### src/rtl/mstep_pkg.sv
package mstep_pkg;

    localparam int IDX_W     = 6;
    localparam int MAG_W     = 8;
    localparam int GRID      = 1 << IDX_W;
    localparam int QTR       = GRID / 4;
    localparam int QTR_W     = IDX_W - 2;
    localparam int HOME_IDX  = QTR / 2;
    localparam int NUM_PH    = 2;

    typedef enum logic [1:0] {
        RES_FULL      = 2'b00,
        RES_HALF      = 2'b01,
        RES_QUARTER   = 2'b10,
        RES_SIXTEENTH = 2'b11
    } res_e;

    typedef struct packed {
        logic [MAG_W-1:0] mag;
        logic             neg;
    } phase_t;

    // |cos(j * 5.625 deg)| scaled to 255, j = 0..16
    function automatic logic [MAG_W-1:0] quarter_code(input logic [QTR_W:0] j);
        logic [MAG_W-1:0] c;
        case (j)
            5'd0:  c = 8'd255;
            5'd1:  c = 8'd254;
            5'd2:  c = 8'd250;
            5'd3:  c = 8'd244;
            5'd4:  c = 8'd236;
            5'd5:  c = 8'd225;
            5'd6:  c = 8'd212;
            5'd7:  c = 8'd197;
            5'd8:  c = 8'd180;
            5'd9:  c = 8'd162;
            5'd10: c = 8'd142;
            5'd11: c = 8'd120;
            5'd12: c = 8'd98;
            5'd13: c = 8'd74;
            5'd14: c = 8'd50;
            5'd15: c = 8'd25;
            default: c = 8'd0;
        endcase
        return c;
    endfunction

    function automatic logic [IDX_W-1:0] step_size(input res_e r);
        logic [IDX_W-1:0] s;
        case (r)
            RES_FULL:    s = IDX_W'(QTR);
            RES_HALF:    s = IDX_W'(QTR / 2);
            RES_QUARTER: s = IDX_W'(QTR / 4);
            default:     s = IDX_W'(1);
        endcase
        return s;
    endfunction

endpackage

### src/rtl/mstep_edge.sv
module mstep_edge (
    input  logic clk,
    input  logic rst_n,
    input  logic step_in,
    output logic rise
);
    typedef struct packed {
        logic prev;
    } edge_state_t;

    edge_state_t st_d, st_q;

    always_comb begin
        st_d      = st_q;
        st_d.prev = step_in;
        rise      = step_in & ~st_q.prev;
    end

    always_ff @(posedge clk or negedge rst_n) begin
        if (!rst_n) st_q <= '0;
        else        st_q <= st_d;
    end

    // two edges can never be seen on back-to-back cycles
    assert_single_edge_R4: assert property (@(posedge clk) disable iff (!rst_n)
        rise |=> !rise);

endmodule

### src/rtl/mstep_index.sv
module mstep_index
    import mstep_pkg::*;
#(
    parameter int HOME = HOME_IDX
) (
    input  logic             clk,
    input  logic             rst_n,
    input  logic             rise,
    input  logic             dir,
    input  logic [1:0]       res,
    input  logic             home,
    output logic [IDX_W-1:0] idx_now,
    output logic [IDX_W-1:0] idx_next
);
    typedef struct packed {
        logic [IDX_W-1:0] idx;
    } idx_state_t;

    idx_state_t       st_d, st_q;
    logic [IDX_W-1:0] inc;

    always_comb begin
        st_d = st_q;
        inc  = step_size(res_e'(res));
        if (home)
            st_d.idx = IDX_W'(HOME);
        else if (rise)
            st_d.idx = dir ? st_q.idx + inc : st_q.idx - inc;
        idx_now  = st_q.idx;
        idx_next = st_d.idx;
    end

    always_ff @(posedge clk or negedge rst_n) begin
        if (!rst_n) st_q <= '{idx: IDX_W'(HOME)};
        else        st_q <= st_d;
    end

    // no edge and no home keeps the position
    assert_idx_hold_R4: assert property (@(posedge clk) disable iff (!rst_n)
        (!home && !rise) |=> $stable(idx_now));

    // home request lands on the home point
    assert_home_idx_R8: assert property (@(posedge clk) disable iff (!rst_n)
        home |=> (idx_now == IDX_W'(HOME)));

    // a fine step upward moves by exactly one, wrapping
    assert_fine_up_R3: assert property (@(posedge clk) disable iff (!rst_n)
        (rise && !home && dir && res == 2'b11) |=> (idx_now == $past(idx_now) + IDX_W'(1)));

    // a full step downward moves by one quarter cycle
    assert_full_down_R3: assert property (@(posedge clk) disable iff (!rst_n)
        (rise && !home && !dir && res == 2'b00) |=> (idx_now == $past(idx_now) - IDX_W'(QTR)));

endmodule

### src/rtl/mstep_phase_lut.sv
module mstep_phase_lut
    import mstep_pkg::*;
#(
    parameter int OFFSET = 0
) (
    input  logic [IDX_W-1:0] idx,
    output phase_t           ph
);
    logic [IDX_W-1:0] rel;
    logic [1:0]       quad;
    logic [QTR_W-1:0] sub;
    logic [QTR_W:0]   fold;

    always_comb begin
        rel  = idx - IDX_W'(OFFSET);
        quad = rel[IDX_W-1:IDX_W-2];
        sub  = rel[QTR_W-1:0];
        fold = quad[0] ? (QTR_W+1)'(QTR) - {1'b0, sub} : {1'b0, sub};
        ph.mag = quarter_code(fold);
        ph.neg = (quad == 2'd2) || (quad == 2'd1 && sub != '0);
    end

endmodule

### src/rtl/mstep_decay.sv
module mstep_decay
    import mstep_pkg::*;
(
    input  logic   clk,
    input  logic   rst_n,
    input  logic   upd,
    input  logic   home,
    input  phase_t ph_cur,
    input  phase_t ph_nxt,
    output logic   mixed
);
    typedef struct packed {
        logic mixed;
    } decay_state_t;

    decay_state_t st_d, st_q;

    always_comb begin
        st_d = st_q;
        if (home) begin
            st_d.mixed = 1'b0;
        end else if (upd) begin
            if (ph_nxt.mag > ph_cur.mag)
                st_d.mixed = 1'b0;
            else if (ph_nxt.mag < ph_cur.mag)
                st_d.mixed = 1'b1;
            else if (ph_nxt.neg != ph_cur.neg)
                st_d.mixed = 1'b1;
        end
        mixed = st_q.mixed;
    end

    always_ff @(posedge clk or negedge rst_n) begin
        if (!rst_n) st_q <= '0;
        else        st_q <= st_d;
    end

    // home leaves the phase in slow decay
    assert_home_slow_R8: assert property (@(posedge clk) disable iff (!rst_n)
        home |=> !mixed);

endmodule

### src/rtl/mstep_translator.sv
module mstep_translator
    import mstep_pkg::*;
(
    input  logic             clk,
    input  logic             rst_n,
    input  logic             step_in,
    input  logic             dir_in,
    input  logic [1:0]       res_sel,
    input  logic             home_in,
    output logic [MAG_W-1:0] ph1_mag,
    output logic             ph1_neg,
    output logic             ph1_mixed,
    output logic [MAG_W-1:0] ph2_mag,
    output logic             ph2_neg,
    output logic             ph2_mixed
);
    logic             rise;
    logic [IDX_W-1:0] idx_now;
    logic [IDX_W-1:0] idx_next;
    phase_t           ph_cur [NUM_PH];
    phase_t           ph_nxt [NUM_PH];
    logic             mixed  [NUM_PH];

    mstep_edge u_edge (
        .clk     (clk),
        .rst_n   (rst_n),
        .step_in (step_in),
        .rise    (rise)
    );

    mstep_index #(.HOME(HOME_IDX)) u_index (
        .clk      (clk),
        .rst_n    (rst_n),
        .rise     (rise),
        .dir      (dir_in),
        .res      (res_sel),
        .home     (home_in),
        .idx_now  (idx_now),
        .idx_next (idx_next)
    );

    for (genvar p = 0; p < NUM_PH; p++) begin : g_phase
        mstep_phase_lut #(.OFFSET(p * QTR)) u_lut_cur (
            .idx (idx_now),
            .ph  (ph_cur[p])
        );
        mstep_phase_lut #(.OFFSET(p * QTR)) u_lut_nxt (
            .idx (idx_next),
            .ph  (ph_nxt[p])
        );
        mstep_decay u_decay (
            .clk    (clk),
            .rst_n  (rst_n),
            .upd    (rise),
            .home   (home_in),
            .ph_cur (ph_cur[p]),
            .ph_nxt (ph_nxt[p]),
            .mixed  (mixed[p])
        );
    end

    assign ph1_mag   = ph_cur[0].mag;
    assign ph1_neg   = ph_cur[0].neg;
    assign ph1_mixed = mixed[0];
    assign ph2_mag   = ph_cur[1].mag;
    assign ph2_neg   = ph_cur[1].neg;
    assign ph2_mixed = mixed[1];

    // a growing magnitude is always in slow decay
    assert_rise_slow_R7: assert property (@(posedge clk) disable iff (!rst_n)
        (ph1_mag > $past(ph1_mag)) |-> !ph1_mixed);

    // a shrinking magnitude not caused by home is in mixed decay
    assert_fall_mixed_R7: assert property (@(posedge clk) disable iff (!rst_n)
        (!$past(home_in) && ph2_mag < $past(ph2_mag)) |-> ph2_mixed);

    // nothing moved, flag holds
    assert_flag_hold_R7: assert property (@(posedge clk) disable iff (!rst_n)
        (!$past(home_in) && $stable(ph1_mag) && $stable(ph1_neg)) |-> $stable(ph1_mixed));

    // a zero setpoint is never negative
    assert_zero_pos_R6: assert property (@(posedge clk) disable iff (!rst_n)
        (ph2_mag == '0) |-> !ph2_neg);

endmodule

### config.mk
export PLATFORM = sky130hd
export DESIGN_NAME = mstep_translator
export DESIGN_NICKNAME = d
export VERILOG_FILES = /design/src/rtl/mstep_pkg.sv /design/src/rtl/mstep_edge.sv /design/src/rtl/mstep_index.sv /design/src/rtl/mstep_phase_lut.sv /design/src/rtl/mstep_decay.sv /design/src/rtl/mstep_translator.sv
export SDC_FILE = /design/constraint.sdc
export NUM_CORES = 1
export LEC_CHECK = 0
export ABC_CLOCK_PERIOD_IN_PS = 4850
export BUFFER_PORTS_ARGS = -buffer_cell sky130_fd_sc_hd__buf_2
export CORE_MARGIN = 8
export CORE_UTILIZATION = 50
export CTS_CLUSTER_DIAMETER = 120
export DETAILED_ROUTE_END_ITERATION = 8
export HOLD_SLACK_MARGIN = 0.05
export PLACE_DENSITY = 0.76
export SETUP_SLACK_MARGIN = 0.2
export SLEW_MARGIN = 30
export SYNTH_ARGS = -nofsm -noshare
export SYNTH_HDL_FRONTEND = slang
export SYNTH_HIERARCHICAL = 1
export SYNTH_SLANG_ARGS = --single-unit
export TNS_END_PERCENT = 20
### constraint.sdc
create_clock -name clk -period 4.85 [get_ports clk]
set_input_delay 0.2425 -clock clk [delete_from_list [all_inputs] [get_ports clk]]
set_output_delay 0.2425 -clock clk [all_outputs]
set_load 0.02 [all_outputs]
==> summary.md, run 1 <==
| Metric | Value |
|---|---|
| Status | completed |
| Std-Cell Core Area | 5540 µm² |
| Reg2reg end | g_phase[1].u_decay/mixed |
| Core Rows | 27 |
| Synth top area cells | ha_1 (21%), dfrtp_1 (7.0%), a21oi_1 (5.1%) |
| Final-report hold violation count | 0 |
| Starting Density | 51.8% |
| Largest delay share family, worst path | adder cells |
| CTS tree | yes |
| Filler cells | 533 |
| Postcts setup bufs | 0 |
| CP max-delay cell | fa_1 |
| Via count | 2807 |
| Synth Warn # | 6 |
| Global-route wire length before repair | 11900 µm |
| Crit path largest cell delay | 0.50 ns |
| Die Ht | 91.8 µm |
| IO Port Bufs | 26 |
| Max-slew violations | 0 |
| Fin crit period | 4.32 ns |
| Ratio of cells with drive above 1 in the final layout | 20.0% |
| P&R area growth vs syn | 9.11% |
| Async S/R FF share, synth | 100% |
| Syn Area/Cell | 7.86 µm² |
| Routed Antenna Nets | 0 |
| Vias in the first global route | 2620 |
| I/O Pins | 27 |
| CP Class | reg2reg |
| Peak Freq | 232 MHz |
| Number of synthesized flops with an enable pin | 0 |
| WL final | 6990 µm |
| Setup violations, final | 0 |
| Total GRT Usage | 16.1% |
| Post-detail-place hpwl | 5410 µm |
| Clock transition at path regs | 0.04 ns |
| CP startpoint kind | flip-flop |
| Skew-Pair Late Insertion Delay | 0.23 ns |
| Leak pwr | 0.00145 µW |
| R2R depth | 17 |
| DRC Markers | 0 |
| Clock Sinks | 9 |
| Syn Nets | 422 |
| Largest net degree at the start of global routing | 21 |
| CTS Buf Count | 3 |
| CP arrival | 4.45 ns |
| Sequential element share of the synthesized area | 7.89% |
| Unrepaired setup endpoints after global routing | no |
| Wire length per cell | 15.0 µm |
| PD cells | 219 nW/µm² |
| Reg-to-reg critical path startpoint | u_index/idx_now[0] |
| CP Cell Sequence | ha_1 -> fa_1 -> mux2i_1 -> nor2_2 -> inv_1 -> ha_1 -> mux2i_1 -> inv_1 -> ha_1 -> or3_2 -> o211ai_2 -> ha_1 -> nor2b_4 -> o211ai_2 -> a21o_1 -> o2111ai_1 -> a221oi_2 |
| Initial antenna violation count | 0 |
| Final Power | 686 µW |
| Synth Flop Type | dfrtp_1 |
| Root Driver | clkbuf_8 |
| Hold EP | u_edge/st_q |
| Maximum vdd drop | 0.185 mV |
| Setup_tns | 0 ns |
| RePlAce Congestion | 0.945 |
| CP max FO | 7 |
| Reg2reg setup slack | 0.53 ns |
| # diodes | 0 |
| Final #Nets | 453 |
| Worst min path class | in2reg |
| Netlist cell types | 60 |
| Max-slew headroom | 52.8% |
| Mapped Cells | 365 |
| Worst Min Path Start | step_in |
| Clk_skew | 0.00304 ns |
| Synth top cells by count | ha_1 (49), inv_1 (31), a21oi_1 (29) |
| WP buf/inv | 2 |
| Fin crit share | 89.0% |
| Most frequent CP cell | ha_1 |
| H-tree Lvls | 1 |
| Synth Register Bits | 9 |
| Worst Setup SP | u_index/idx_now[0] |
| DR pass1 iterations | 4 |
| Area of the mapped netlist | 2870 µm² |
| Worst EP required | 4.98 ns |
| CP endpoint kind | flip-flop |
| Grt ovf | 0 |
| DR iter-0 viols | 135 |
| Most numerous cell in the Yosys netlist | ha_1 |
| Total of max-cap violations | 0 |
| WHS Path Cells | 1 |
| Share of the synthesized area in the top cell type | 21.4% |
| Maximum root-to-sink buffer count | 2 |
| Slew @ Worst Pin | 0.707 ns |
| Avg Vias per Cell | 6.01 |
| Die W | 91.8 µm |
| Synth area leader | ha_1 |
| Die area | 8420 µm² |
placed cells by master, fill, tap and decap left out, drive strengths merged, types with 2 or more instances in the layout:
cell      n
buf      38
ha       49
a221oi    4
o2bb2ai   2
o21ai    26
nand4     8
or4       2
o311a     2
nor3      8
dfrtp     8
o2111a    2
o31ai     5
nor2     26
a21boi    3
or3       8
a31oi     5
clkbuf    4
xnor2    11
inv      31
a211oi    2
nand3    20
a22oi     2
a21oi    29
o211a     2
xor2      4
nor4b     2
or4b      4
o21a      4
and2      5
mux2i    12
o2111ai   4
nand4b    2
o211ai   14
nand2b    2
nand2    28
a21o      2
nor2b     5
or2       2
worst max path at each step:
stage / endpoint / slack, ns / cells after the start
global placement: g_phase[1].u_decay/mixed / 0.51 / 19
CTS: g_phase[1].u_decay/mixed / 0.45 / 17
finish: g_phase[1].u_decay/mixed / 0.53 / 17
floorplan: g_phase[0].u_decay/mixed / 0.28 / 17
global route: g_phase[1].u_decay/mixed / 0.21 / 17
detailed placement: g_phase[1].u_decay/mixed / 0.32 / 19
logic make-up (layout without fill, tap and decap cells):
family                     Yosys count  count (layout)  synth area share, %
AOI/OAI and AO/OA                  111             111                 27.6
DFF                                  9               9                 7.89
adders and majority gates           50              50                 22.1
buffers and inverters               44              74                 8.24
muxes                               12              12                 4.19
and+or+nand+nor                    124             124                 24.6
xor gates and xnor gates            15              15                 5.36
what timing repair did:
action | 4_1_cts | 5_1_grt
hold endpoints to repair | 8 | 0
resized for setup | 0 | 2
endpoints found under the setup margin | 0 | 1
hold buffers | 1 | 0
per-layer routing:
metal	global-route usage (%)	vias to the layer above	routed length (µm)
met3	3.10	5	342
met1	21.3	1328	3330
met2	27.2	62	3270
li1	-	1412	-
met5	0	-	0
met4	2.01	0	48
cell type report:
| cell class | instances | area (µm²) | share of cell area (%) |
|---|---|---|---|
| clock buffer | 4 | 45.0 | 1.44 |
| multi-input combinational | 312 | 2420 | 77.3 |
| sequential | 9 | 226 | 7.23 |
| inverter | 31 | 116 | 3.72 |
| tap | 72 | 90.1 | 2.88 |
| timing repair buffer | 39 | 234 | 7.47 |
report_power, final:
part           total (µW)  internal (µW)  switching [µW]
logic                 510            206             305
registers            91.1           82.8            8.28
clock network        84.6           57.1            27.5
state kept, by name, summed over array words and instances, names as in the netlist:
name	count
u_index/idx_now	6
g_phase.u_decay/mixed	2
u_edge/st_q	1
through the flow:
step                      area [µm²]  hold WS, ns  setup slack (ns)  std cells  util, %
final                           3130        0.163             0.533        467     56.5
after global routing            3130        0.157             0.211        467     56.5
after CTS                       3120        0.159             0.445        467     56.3
after detailed placement        3060        0.109             0.316        462     55.3
after global placement          3060        0.104             0.513        462     55.3
after floorplan                 2870      -0.0531             0.277        365        -
worst reg2reg max path: stages (launching register included):
cell	delay (ns)
dfrtp_1	0.39
ha_1	0.24
fa_1	0.50
mux2i_1	0.09
nor2_2	0.28
inv_1	0.12
ha_1	0.32
mux2i_1	0.19
inv_1	0.13
ha_1	0.25
or3_2	0.49
o211ai_2	0.14
ha_1	0.26
nor2b_4	0.13
o211ai_2	0.12
a21o_1	0.14
o2111ai_1	0.14
a221oi_2	0.28
Note: power is estimated with default switching activity, not from simulation.
==> run 2, diff against run 1 <==
Settings changed: CELL_PAD_IN_SITES_DETAIL_PLACEMENT set to 1, CELL_PAD_IN_SITES_GLOBAL_PLACEMENT set to 1, CORE_UTILIZATION 50 to 41, GPL_TIMING_DRIVEN set to 0, PLACE_DENSITY 0.76 to 0.82.
==> run 2 against run 1 <==
Against the previous run: total power up 5.6%; clock skew increased by 0.0016 ns; worst hold slack lost 0.018 ns; first-iteration DRC count fell by 56%; die area is 18% higher; via count up 2.0%; combinational power grew 6.7%; critical path depth unchanged; utilization fell by 7.6 points.
==> summary.md, run 2 (synthesis gave the netlist of run 1 again) <==
| Metric | Value |
|---|---|
| Status | completed |
| Clock Sinks | 9 |
| Worst Min Path Start | step_in |
| Placed instance area | 3130 µm² |
| Clk_skew | 0.00461 ns |
| Avg Vias per Cell | 5.71 |
| Max FFs per register | 6 |
| Unrepaired setup endpoints after global routing | no |
| Max-slew headroom | 49.6% |
| Reg2reg end | g_phase[1].u_decay/mixed |
| Largest net degree at the start of global routing | 21 |
| Reg-to-reg critical path startpoint | u_index/idx_now[0] |
| Setup violations, final | 0 |
| Peak Freq | 228 MHz |
| Ratio of cells with drive above 1 in the final layout | 24.7% |
| Fin crit share | 90.5% |
| Worst Setup SP | u_index/idx_now[0] |
| PD cells | 218 nW/µm² |
| Filler cells | 844 |
| Fin crit period | 4.39 ns |
| Slew @ Worst Pin | 0.755 ns |
| CP arrival | 4.53 ns |
| Core Rows | 30 |
| Final Power | 725 µW |
| CTS Buf Count | 3 |
| Final-report hold violation count | 0 |
| Worst min path class | in2reg |
| Reg2reg setup slack | 0.46 ns |
| Root Driver | clkbuf_8 |
| DRC Markers | 0 |
| Total GRT Usage | 16.7% |
| Vias in the first global route | 2935 |
| Worst EP required | 5.00 ns |
| P&R area growth vs syn | 15.7% |
| Clock transition at path regs | 0.05 ns |
| RePlAce Congestion | 0.839 |
| Post-detail-place hpwl | 6660 µm |
| Final #Nets | 463 |
| Initial antenna violation count | 0 |
| Pre-CTS setup slack | -0.668 ns |
| I/O Pins | 27 |
| Die Ht | 99.7 µm |
| Layout Cells excl Fill | 501 |
| R2R depth | 17 |
| CP startpoint kind | flip-flop |
| Worst Setup EP | g_phase[1].u_decay/mixed |
| CP Class | reg2reg |
| CTS tree | yes |
| Maximum root-to-sink buffer count | 2 |
| Grt ovf | 0 |
| IO Port Bufs | 26 |
| Starting Density | 42.2% |
| Global-route wire length before repair | 13900 µm |
| Skew-Pair Late Insertion Delay | 0.24 ns |
| CP max FO | 6 |
| DR iter-0 viols | 59 |
| WL final | 8680 µm |
| Leak pwr | 0.00152 µW |
| Final worst setup slack | 0.461 ns |
| H-tree Lvls | 1 |
| Wire length per cell | 17.3 µm |
| CP endpoint kind | flip-flop |
| Most frequent cells in the layout | ha_1 (49), inv_1 (31), a21oi_1 (29), buf_2 (29), nand2_1 (28) |
| Std-Cell Core Area | 6790 µm² |
| # diodes | 0 |
| Die area | 9930 µm² |
| Post-placement cell count | 488 |
| DR pass1 iterations | 4 |
| Total of max-cap violations | 0 |
| Routed Antenna Nets | 0 |
| Maximum vdd drop | 0.122 mV |
| Worst Hold Slack | 0.145 ns |
| Design Area, Final | 3320 µm² |
| Via count | 2862 |
| Commonest non-fill, non-tap cell in the layout | ha_1 |
| Die W | 99.7 µm |
| Max-slew violations | 0 |
[run 2: cell count changes in the layout (fill, tap and decap cells not counted), sizes merged]
cell    change
buf        +10
clkbuf      -1
clkinv      +1
[run 2: per-layer routing]
metal / track usage [%] / vias up / wire length [µm]
met5: 0 / - / 0
met4: 3.26 / 0 / 113
met3: 2.23 / 10 / 224
met2: 31.0 / 39 / 4440
met1: 19.7 / 1385 / 3900
li1: - / 1428 / -
[run 2: what timing repair did]
action	in CTS	in global routing
hold buffers	1	0
gates resized for setup	8	9
pin swaps	1	1
hold endpoints to repair	8	0
buffers inserted	1	7
endpoints found under the setup margin	2	2
[run 2: cell type report]
class / instances / area, µm² / share of cell area, %
Multi-Input combinational cell: 312 / 2470 / 74.5
Sequential cell: 9 / 231 / 6.97
Timing Repair Buffer: 36 / 211 / 6.37
Buffer: 13 / 120 / 3.62
Tap cell: 96 / 120 / 3.62
Inverter: 31 / 116 / 3.50
Clock buffer: 3 / 41.3 / 1.24
Clock inverter: 1 / 5.00 / 0.151
[run 2: stage by stage]
step	util, %	setup TNS (ns)
after floorplan	-	0
after global placement	45.9	-1.22
after detailed placement	46.1	-1.23
after CTS	47.3	0
after global routing	48.9	0
final	48.9	0
[run 2: where the power goes]
group	switching (µW)	internal [µW]	total (µW)	leakage [µW]
Combinational	324	220	544	0.00138
Sequential	10.4	82.9	93.3	0.000113
Clock	31.3	56.1	87.4	0.0000255
Total	366	359	725	0.00152
[run 2: worst min path at each step]
stage	to	slack, ns	depth (start not counted)
3_5_place_dp	g_phase[0].u_decay/mixed	0.11	1
2_1_floorplan	g_phase[0].u_decay/mixed	-0.05	0
5_1_grt	u_edge/st_q	0.14	1
6_report	u_edge/st_q	0.15	1
4_1_cts	u_edge/st_q	0.15	1
3_3_place_gp	g_phase[0].u_decay/mixed	0.10	1
[run 2: worst max-delay path, stage by stage, from the launching register on]
cell and delay, ns:
dfrtp_4 0.51, ha_1 0.24, fa_1 0.50, mux2i_1 0.12, nor2_4 0.19, inv_1 0.08
ha_1 0.32, mux2i_2 0.20, inv_1 0.13, ha_1 0.25, or3_2 0.50, o211ai_2 0.15
ha_1 0.26, nor2b_4 0.13, o211ai_2 0.13, a21o_1 0.18, o2111ai_1 0.16, a221oi_2 0.27
==> run 3, diff against run 2 <==
Settings changed: ABC_CLOCK_PERIOD_IN_PS 4850 to 5700, CORE_UTILIZATION 41 to 49, PLACE_DENSITY 0.82 to 0.91.
Clock period 4.85 ns to 5.7 ns, I/O delays scaled along.
==> run 3 against run 2 <==
Against the previous run: first-iteration DRC count rose by 42%; clock power fell by 15%; utilization rose by 5.9 points; via count fell by 0.59%; critical path type unchanged; largest cell class unchanged.
==> summary.md, run 3 (synthesis gave the netlist of run 1 again) <==
| Metric | Value |
|---|---|
| Clock Sinks | 9 |
| CP max FO | 20 |
| Max FFs per register | 6 |
| Final-report hold violation count | 0 |
| WL final | 8080 µm |
| Peak Freq | 195 MHz |
| P&R area growth vs syn | 10.4% |
| Reg2reg end | g_phase[1].u_decay/mixed |
| Root Driver | clkbuf_8 |
| Met3 WL | 179 µm |
| Grt ovf | 0 |
| Post-detail-place hpwl | 6510 µm |
| DRC Markers | 0 |
| Via count | 2845 |
| # diodes | 0 |
| R2R depth | 18 |
| Reg-to-reg critical path startpoint | u_index/idx_now[0] |
| Worst Min Path Start | step_in |
| PD cells | 190 nW/µm² |
| Routed Antenna Nets | 0 |
| Wire length per cell | 17.1 µm |
| Max layer used | met4 |
| I/O Pins | 27 |
| Die W | 92.5 µm |
| H-tree Lvls | 1 |
| WHS Path Cells | 1 |
| Skew-Pair Late Insertion Delay | 0.23 ns |
| Wl on met1 | 3700 µm |
| RePlAce Congestion | 0.872 |
| Most frequent cells in the layout | ha_1 (49), inv_1 (31), a21oi_1 (29), buf_2 (29), nand2_1 (28) |
| CP Class | reg2reg |
| Die Ht | 92.5 µm |
| Worst EP required | 5.83 ns |
| Max-slew headroom | 40.6% |
| Hold EP | u_edge/st_q |
| Die area | 8560 µm² |
| Fin crit share | 90.0% |
| Setup violations, final | 0 |
| Setup_tns | 0 ns |
| CP startpoint kind | flip-flop |
| IO Port Bufs | 26 |
| CP endpoint kind | flip-flop |
| Worst min path class | in2reg |
| Avg Vias per Cell | 6.04 |
| CTS tree | yes |
| Vias in the first global route | 2972 |
| Reg2reg setup slack | 0.57 ns |
| Maximum vdd drop | 0.129 mV |
| Ratio of cells with drive above 1 in the final layout | 20.2% |
| Clock transition at path regs | 0.05 ns |
| Max-slew violations | 0 |
| Global-route wire length before repair | 13900 µm |
| Maximum root-to-sink buffer count | 2 |
| Clk_skew | 0.00391 ns |
| CP arrival | 5.26 ns |
| Final core utilization | 54.8% |
| DR iter-0 viols | 84 |
| Initial antenna violation count | 0 |
| Fin crit period | 5.13 ns |
| Final #Nets | 454 |
| Commonest non-fill, non-tap cell in the layout | ha_1 |
| Status | completed |
| Largest net degree at the start of global routing | 21 |
| DR pass1 iterations | 4 |
| CTS Buf Count | 3 |
| Std-Cell Core Area | 5780 µm² |
| DR WL met2 | 4100 µm |
| Total GRT Usage | 18.9% |
| Slew @ Worst Pin | 0.884 ns |
| Unrepaired setup endpoints after global routing | no |
| Total of max-cap violations | 0 |
| Starting Density | 49.6% |
| Core Rows | 28 |
| Leak pwr | 0.00146 µW |
[run 3: worst max-delay path by stage]
stage,to,startpoint,slack [ns]
after floorplan,g_phase[0].u_decay/mixed,u_index/idx_now[0],1.13
after global placement,g_phase[0].u_decay/mixed,u_index/idx_now[0],0.27
after detailed placement,g_phase[0].u_decay/mixed,u_index/idx_now[0],0.19
after CTS,g_phase[0].u_decay/mixed,u_index/idx_now[0],0.48
after global routing,g_phase[0].u_decay/mixed,u_index/idx_now[0],0.21
final,g_phase[1].u_decay/mixed,u_index/idx_now[0],0.57
[run 3: cell type report]
type | instances | area, µm²
inverters | 31 | 116
flip-flops and latches | 9 | 226
clock buffers | 4 | 45.0
well taps | 75 | 93.8
repair buffers | 27 | 140
fillers | 736 | 2610
plain buffers | 13 | 120
multi-input cells | 312 | 2430
[run 3: repair_timing]
| action | 4_1_cts | 5_1_grt |
|---|---|---|
| setup buffers | 0 | 0 |
| hold endpoints to repair | 8 | 0 |
| pin swaps | 0 | 0 |
| hold buffers | 1 | 0 |
| gates resized for setup | 1 | 2 |
| endpoints found under the setup margin | 1 | 1 |
[run 3: worst max-delay path, stage by stage (launching register included)]
cell       delay, ns
dfrtp_1         0.87
ha_1            0.32
fa_1            0.23
nand3_1         0.10
a2111oi_0       0.38
a31oi_1         0.09
o21ai_0         0.30
buf_4           0.29
mux2i_1         0.27
inv_1           0.14
ha_1            0.26
or3_2           0.50
o211ai_2        0.16
ha_1            0.26
nor2b_4         0.13
o211ai_2        0.12
a21o_1          0.16
o2111ai_1       0.14
a221oi_2        0.29
[run 3: power by group]
part           switching [µW]  total [µW]  leakage, µW  internal, µW
sequential               11.0        81.4     0.000117          70.4
combinational             266         447      0.00132           181
clock                    25.7        74.4    0.0000228          48.8
total                     303         603      0.00146           300
[run 3: through the flow]
step	setup WS, ns	cells	hold slack (ns)	cell area [µm²]	power [µW]
after floorplan	1.13	365	-0.0106	2870	417
after global placement	0.266	466	0.146	3090	506
after detailed placement	0.192	466	0.154	3100	529
after CTS	0.477	471	0.184	3150	607
after global routing	0.208	471	0.189	3170	660
final	0.568	471	0.189	3170	603
[run 3: metal layers]
| metal | track usage, % | vias to the layer above |
|---|---|---|
| li1 | - | 1413 |
| met1 | 22.9 | 1383 |
| met2 | 34.6 | 41 |
| met3 | 1.86 | 8 |
| met4 | 4.56 | 0 |
| met5 | 0 | - |
